==> src/rtl/alsu_pkg.sv <==
package alsu_pkg;

    typedef enum logic [1:0] {
        U_ARITH = 2'b00,
        U_LOGIC = 2'b01,
        U_SHR   = 2'b10,
        U_SHL   = 2'b11
    } unit_e;

    typedef enum logic [1:0] {
        Y_B     = 2'b00,
        Y_NOTB  = 2'b01,
        Y_ZERO  = 2'b10,
        Y_ONES  = 2'b11
    } yin_e;

    typedef enum logic [1:0] {
        L_AND   = 2'b00,
        L_OR    = 2'b01,
        L_XOR   = 2'b10,
        L_NOTA  = 2'b11
    } lfn_e;

endpackage

==> src/rtl/alsu_arith.sv <==
module alsu_arith
    import alsu_pkg::*;
#(
    parameter int WIDTH = 8
) (
    input  logic [WIDTH-1:0] a,
    input  logic [WIDTH-1:0] b,
    input  logic [1:0]       ysel,
    input  logic             cin,
    output logic [WIDTH-1:0] sum,
    output logic             carry
);
    localparam int EW = WIDTH + 1;

    yin_e             ymode;
    logic [WIDTH-1:0] y;
    logic [EW-1:0]    wide;

    assign ymode = yin_e'(ysel);

    always_comb begin
        unique case (ymode)
            Y_B:    y = b;
            Y_NOTB: y = ~b;
            Y_ZERO: y = '0;
            Y_ONES: y = '1;
            default: y = '0;
        endcase
    end

    assign wide  = {1'b0, a} + {1'b0, y} + {{WIDTH{1'b0}}, cin};
    assign sum   = wide[WIDTH-1:0];
    assign carry = wide[WIDTH];

    always_comb begin
        if (ymode == Y_ZERO && !cin) begin
            p_transfer_r3: assert (sum == a && !carry)
                else $error("adder transfer does not reproduce a");
        end
        if (ymode == Y_ONES && cin) begin
            p_dec_transfer_r4: assert (sum == a && carry)
                else $error("all-ones plus carry does not reproduce a");
        end
    end

endmodule

==> src/rtl/alsu_logic.sv <==
module alsu_logic
    import alsu_pkg::*;
#(
    parameter int WIDTH = 8
) (
    input  logic [WIDTH-1:0] a,
    input  logic [WIDTH-1:0] b,
    input  logic [1:0]       fsel,
    output logic [WIDTH-1:0] res
);
    lfn_e fn;
    assign fn = lfn_e'(fsel);

    always_comb begin
        unique case (fn)
            L_AND:  res = a & b;
            L_OR:   res = a | b;
            L_XOR:  res = a ^ b;
            L_NOTA: res = ~a;
            default: res = '0;
        endcase
    end

endmodule

==> src/rtl/alsu_shift.sv <==
module alsu_shift #(
    parameter int WIDTH = 8
) (
    input  logic [WIDTH-1:0] a,
    input  logic             to_left,
    input  logic             fill_r,
    input  logic             fill_l,
    output logic [WIDTH-1:0] res
);
    for (genvar i = 0; i < WIDTH; i++) begin : g_bit
        logic up_src;
        logic dn_src;
        if (i == 0) begin : g_lsb
            assign up_src = fill_l;
        end else begin : g_lo
            assign up_src = a[i-1];
        end
        if (i == WIDTH - 1) begin : g_msb
            assign dn_src = fill_r;
        end else begin : g_hi
            assign dn_src = a[i+1];
        end
        assign res[i] = to_left ? up_src : dn_src;
    end

endmodule

==> src/rtl/alsu_top.sv <==
module alsu_top
    import alsu_pkg::*;
#(
    parameter int WIDTH   = 8,
    parameter bit OUT_REG = 1'b1
) (
    input  logic             clk,
    input  logic             rst_n,
    input  logic [WIDTH-1:0] a,
    input  logic [WIDTH-1:0] b,
    input  logic [3:0]       sel,
    input  logic             cin,
    input  logic             ser_right,
    input  logic             ser_left,
    output logic [WIDTH-1:0] f,
    output logic             cout
);
    unit_e            unit;
    logic [WIDTH-1:0] arith_f;
    logic             arith_c;
    logic [WIDTH-1:0] logic_f;
    logic [WIDTH-1:0] shift_f;
    logic [WIDTH-1:0] f_c;
    logic             cout_c;

    assign unit = unit_e'(sel[3:2]);

    alsu_arith #(.WIDTH(WIDTH)) u_arith (
        .a     (a),
        .b     (b),
        .ysel  (sel[1:0]),
        .cin   (cin),
        .sum   (arith_f),
        .carry (arith_c)
    );

    alsu_logic #(.WIDTH(WIDTH)) u_logic (
        .a    (a),
        .b    (b),
        .fsel (sel[1:0]),
        .res  (logic_f)
    );

    alsu_shift #(.WIDTH(WIDTH)) u_shift (
        .a       (a),
        .to_left (sel[2]),
        .fill_r  (ser_right),
        .fill_l  (ser_left),
        .res     (shift_f)
    );

    always_comb begin
        unique case (unit)
            U_ARITH: begin
                f_c    = arith_f;
                cout_c = arith_c;
            end
            U_LOGIC: begin
                f_c    = logic_f;
                cout_c = 1'b0;
            end
            U_SHR, U_SHL: begin
                f_c    = shift_f;
                cout_c = 1'b0;
            end
            default: begin
                f_c    = '0;
                cout_c = 1'b0;
            end
        endcase
    end

    always_comb begin
        if (unit != U_ARITH) begin
            p_no_carry_r8: assert (!cout_c)
                else $error("carry leaks out of a non-adder operation");
        end
        if (unit == U_SHR) begin
            p_shr_fill_r6: assert (f_c[WIDTH-1] == ser_right && f_c[WIDTH-2:0] == a[WIDTH-1:1])
                else $error("right shift result wrong");
        end
        if (unit == U_SHL) begin
            p_shl_fill_r7: assert (f_c[0] == ser_left && f_c[WIDTH-1:1] == a[WIDTH-2:0])
                else $error("left shift result wrong");
        end
        if (unit == U_LOGIC && sel[1:0] == 2'b11) begin
            p_not_a_r5: assert (f_c == ~a)
                else $error("complement of a wrong");
        end
    end

    if (OUT_REG) begin : g_reg
        always_ff @(posedge clk or negedge rst_n) begin
            if (!rst_n) begin
                f    <= '0;
                cout <= 1'b0;
            end else begin
                f    <= f_c;
                cout <= cout_c;
            end
        end
    end else begin : g_comb
        assign f    = f_c;
        assign cout = cout_c;
    end

endmodule

==> config.mk <==
export PLATFORM = sky130hd
export DESIGN_NAME = alsu_top
export DESIGN_NICKNAME = d
export VERILOG_FILES = /design/src/rtl/alsu_pkg.sv /design/src/rtl/alsu_arith.sv /design/src/rtl/alsu_logic.sv /design/src/rtl/alsu_shift.sv /design/src/rtl/alsu_top.sv
export SDC_FILE = /design/constraint.sdc
export NUM_CORES = 1
export LEC_CHECK = 0
export BUFFER_PORTS_ARGS = -buffer_cell sky130_fd_sc_hd__buf_2
export CAP_MARGIN = 20
export CORE_UTILIZATION = 45
export CTS_CLUSTER_DIAMETER = 80
export CTS_CLUSTER_SIZE = 10
export DETAILED_ROUTE_END_ITERATION = 6
export GPL_TIMING_DRIVEN = 0
export PLACE_DENSITY_LB_ADDON = 0.3
export REMOVE_ABC_BUFFERS = 1
export SETUP_SLACK_MARGIN = 0.4
export SLEW_MARGIN = 10
export SYNTH_ARGS = -nofsm -noshare
export SYNTH_HDL_FRONTEND = slang
export SYNTH_HIERARCHICAL = 1
export SYNTH_SLANG_ARGS = --single-unit
==> constraint.sdc <==
create_clock -name clk -period 0.8 [get_ports clk]
set_input_delay 0.08 -clock clk [delete_from_list [all_inputs] [get_ports clk]]
set_output_delay 0.08 -clock clk [all_outputs]
set_load 0.02 [all_outputs]
Word level (Yosys, flattened, before mapping)
Index checks and enable logic that the tools add are counted.
{ "totals": {"reg_bits": 9, "output_inout_bits": 9} }
{ "classes": {"addsub": 2, "bitwise_logic": 5, "mux": 12, "reduce_logical": 4, "n_eq_ne": 6} }
{ "ops": {"columns": ["op", "count"], "rows": [
  ["$pmux 8 s4", 2],
  ["$pmux 8 s3", 1],
  ["$not 8->8", 2],
  ["$add 8x8->9", 1],
  ["$add 9x1->9", 1],
  ["$and 8x8->8", 1],
  ["$eq 2x2->1 const B", 4],
  ["$mux 1", 8],
  ["$or 8x8->8", 1],
  ["$xor 8x8->8", 1],
  ["$eq 2x1->1 const B", 2],
  ["$logic_not 2->1", 2],
  ["$reduce_or 3->1", 1],
  ["$pmux 1 s2", 1],
  ["$reduce_or 2->1", 1]
]} }

Logic depth before layout (Yosys ltp)
{ "depth": {"depth_word": 5, "mapped_depth": 11} }

By module
The synthesis kept the hierarchy.
{ "modules_own_cells": {"columns": ["mod", "seq_area_each_um2", "area_each_um2", "cells_each", "n_inst"], "rows": [
  ["alsu_logic", 0.0, 493.0, 50, 1],
  ["alsu_arith", 0.0, 467.9, 61, 1],
  ["alsu_top", 225.2, 410.4, 36, 1],
  ["alsu_shift", 0.0, 131.4, 9, 1]
]} }

Worst setup path before layout
No wires, ideal clock.
{ "synth_path": {"path_type": "input -> register", "from": "input port sel[0]", "to": "register f[6]", "arrival_time_ps": 1933, "stages": 11, "slack_ps": -1253, "required_time_ps": 679, "cell_sequence": "buf_2 -> xnor2_1 -> fa_1 -> fa_1 -> nor2b_4 -> o21ai_2 -> a21boi_2 -> o31a_1 -> a21oi_2 -> mux2i_1 -> o21ai_1"} }
{ "synth_between": {"elab_chain_cells": 5, "elab_cells_between_ends": 9, "cone_classes": "add/sub: 2; eq/ne: 3; mux: 3; reduce/logical: 1"} }
{ "synth_rtl": {"columns": ["item", "line_no", "source"], "rows": [
  ["from (decl)", "alsu_top.sv:11", "input logic [3:0] sel,"],
  ["$eq 2x2->1 (tied with other cells)", "alsu_arith.sv:22", "unique case (ymode)"],
  ["$pmux 8 s4 *", "alsu_arith.sv:22", null],
  ["$add 8x8->9 *", "alsu_arith.sv:31", "assign wide = {1'b0, a} + {1'b0, y} + {{WIDTH{1'b0}}, cin};"],
  ["$add 9x1->9 *", "alsu_arith.sv:31", null],
  ["via arith_f[6]", "alsu_top.sv:19", "logic [WIDTH-1:0] arith_f;"],
  ["$pmux 8 s3 *", "alsu_top.sv:53", "unique case (unit)"],
  ["via f_c[6]", "alsu_top.sv:23", "logic [WIDTH-1:0] f_c;"],
  ["to (signal assigned)", "alsu_top.sv:95", "f <= '0;"],
  ["to (signal assigned)", "alsu_top.sv:98", "f <= f_c;"],
  ["to (decl)", "alsu_top.sv:15", "output logic [WIDTH-1:0] f,"]
]} }
The timed path passes the listed nets; every way through them passes the cells marked *.

Worst setup path in the final report
{ "layout_path": {"from": "input port b[0]", "to": "register f[6]"} }
{ "layout_between": {"elab_chain_cells": 5} }
{ "layout_rtl": {"columns": ["item", "line_no", "source"], "rows": [
  ["from (decl)", "alsu_top.sv:10", "input logic [WIDTH-1:0] b,"],
  ["$not 8->8", "alsu_arith.sv:24", "Y_NOTB: y = ~b;"],
  ["$pmux 8 s4 *", "alsu_arith.sv:22", null],
  ["$add 8x8->9 *", "alsu_arith.sv:31", null],
  ["$add 9x1->9 *", "alsu_arith.sv:31", null],
  ["via arith_f[6]", "alsu_top.sv:19", null],
  ["$pmux 8 s3 *", "alsu_top.sv:53", null],
  ["via f_c[6]", "alsu_top.sv:23", null]
]} }
Marks and branches as above.

==> results.toml <==
[outcome]
outcome = "finished with violations"
failed_checks = "negative setup slack"

[power_and_ir_drop]
power.density_nw_per_um2 = 1140
p_sw_share_pct = 34.8
p_switching_uw = 749
p_clk_share_pct = 14.8
p_comb_share_pct = 59.8
p_int_uw = 1400
p_leak_uw = 0.000964
p_seq_share_pct = 25.4
ir_drop_v = 0.000370

[synthesis]
syn_inst = 156
ys_types = 29
synth_seq_cells = 9
syn_area_per_cell_um2 = 9.63
yosysWarningCount = 6
synth-seq-area-share_pct = 15.0
synth_area_um2 = 1500

[global_route]
grt_start_max_net_pins = 18
grt_pass1_wl_um = 4700
overflow = 0
antenna_found_initial = 0
grt_pass1_vias = 1138
grt_use_total_pct = 16.8

[placement]
post-place-ws_ps = -1700
io_buffers = 33
place.gp.congestion = 0.784
dp.final_hpwl_um = 2210
placed_cell_area_um2 = 1670
dp_cells = 227

[floorplanning]
rows = 20
initial_utilization_pct = 48.4
die_y_um = 59.8
core_area_um2 = 3100
num_io_pins = 34
die_w_um = 59.8
die_area_um2 = 3570

[timing]
max_slew_margin_pct = 67.5
timing.fmax_ghz = 0.536
setup_viol = 18
setup_ws_ps = -1070
rsz0062_at_grt = "true"
worstMarginPinSlew_ps = 488
final_max_slew_viol_count = 0
final.min_clock_period_ps = 1870
holdWs_ps = 171
finalHoldViolCount = 0
post-route-period-util_pct = 233

[routing]
wl_met1_um = 1190
drtIter0Drc = 13
drc = 0
wl_per_cell_um = 11.1
via_count = 1143
via_per_inst = 4.80
dr_wl_met2_um = 1390
dr.pass1.iters = 4
wl_met3_um = 66
top_layer_used = "met3"
antenna_left = 0
wirelength_um = 2650

[clocking]
cts_tree = "yes"
cts.clk_slew.worst_paths_ps = 50
clockBufferDepth = 2
clock-sinks = 9
ctsHtreeMaxLevel = 1
root_buffer = "clkbuf_4"
numCtsBuffers = 3

[worst_setup_path]
setup.worst_path.start_class = "input pin"
cp_max_fo = 3
required_ps = 920
crit_type = "in2reg"
cp.arrival_ps = 1990
cp-end-kind = "flip-flop"

[layout]
drive_above_1_share_pct = 37.1
final_common_cell = "inv_1"
area_growth_pct = 25.1
stdcell_count = 238
final_area_um2 = 1880
post-route-util_pct = 60.6
layout.nets = 245
n_antenna_cell = 0
final_cell_mix = "inv_1, ha_1, buf_2, buf_6, xnor2_1"

[hold_path]
hp-class = "in2reg"

[flow_run]
cap_violations = 0
logic make-up (layout without fill, tap and decap cells):
family	Yosys count	in the layout	synth area share [%]
compound gates	21	21	9.33
xor+xnor	12	12	6.99
fa+ha+maj	25	25	21.8
buf+inv	37	75	11.6
flops	9	9	15.0
mux	24	24	25.3
simple gates	28	28	9.99
flip-flops by register name, indices dropped and copies added, names as in the netlist:
register and count:
f 8, cout 1
cell usage after synthesis:
library cell   n  area, um2
buf_6          4       45.0
o31a_1         1       8.76
buf_4          1       7.51
xnor2_1       12        105
or3_1          1       6.26
o21ai_1        8       40.0
buf_2          1       5.00
nor2b_1        2       12.5
fa_1           2       40.0
nor2_1         6       22.5
a21oi_1        2       10.0
nand2b_1       7       43.8
a21boi_2       1       11.3
inv_1         31        116
o21a_1         3       22.5
mux2_4         8        120
o211ai_1       1       7.51
nand2_1        9       33.8
o22ai_1        1       6.26
ha_1          23        288
dfrtp_1        9        225
a21oi_2        1       8.76
o21ai_2        2       17.5
mux2i_1        8       80.1
mux4_2         8        180
a21boi_1       1       7.51
nor2b_4        1       13.8
nor3b_2        1       12.5
nor3_1         1       5.00
area by class of cell:
type	instances	area, um2
Timing Repair Buffer	40	310
Inverter	31	116
Clock buffer	4	26.3
Fill cell	277	1220
Tap cell	44	55.1
Sequential cell	9	225
Multi-Input combinational cell	110	1150
critical path, cell delays in order:
cell and delay [ps]:
buf_6 90, nor2b_4 120, xnor2_2 120, fa_2 360
fa_2 380, nor2b_4 120, o21ai_2 70, a21boi_2 200
o31a_1 170, a21oi_2 30, mux2i_1 160, o21ai_1 80
metrics by stage:
| stage | power (uW) | setup TNS, ps |
|---|---|---|
| detailed placement | 1640 | -11870 |
| CTS | 2150 | -7600 |
| finish | 2150 | -7670 |
| global route | 2330 | -8600 |
| floorplan | 1310 | -7520 |
| global placement | 1600 | -11520 |
layer usage:
| metal | vias to the layer above | track usage [%] |
|---|---|---|
| li1 | 593 | - |
| met1 | 531 | 21.1 |
| met2 | 19 | 31.3 |
| met3 | 0 | 0.649 |
| met4 | 0 | 3.99 |
| met5 | - | 0 |
repair_timing:
action / in CTS / in global routing
pin swaps: 9 / 11
hold endpoints to repair: 9 / 0
endpoints found under the setup margin: 18 / 27
setup buffers: 4 / 2
resized for setup: 34 / 3
hold buffers: 1 / 0
power groups by stage:
stage,Sequential (uW),Combinational [uW],Clock [uW]
final,547,1290,318
after global routing,552,1420,351
after CTS,549,1270,337
after detailed placement,538,1110,0
after global placement,537,1060,0
after floorplan,630,685,0
final timing paths:
check,cells after the start,slack [ps],from,end
max,12,-1070,b[0],f[6]
min in group asynchronous,2,210,rst_n,f[1]
min,4,170,ser_left,f[0]
max in group asynchronous,2,460,rst_n,cout
Note: power is estimated with default switching activity, not from simulation.
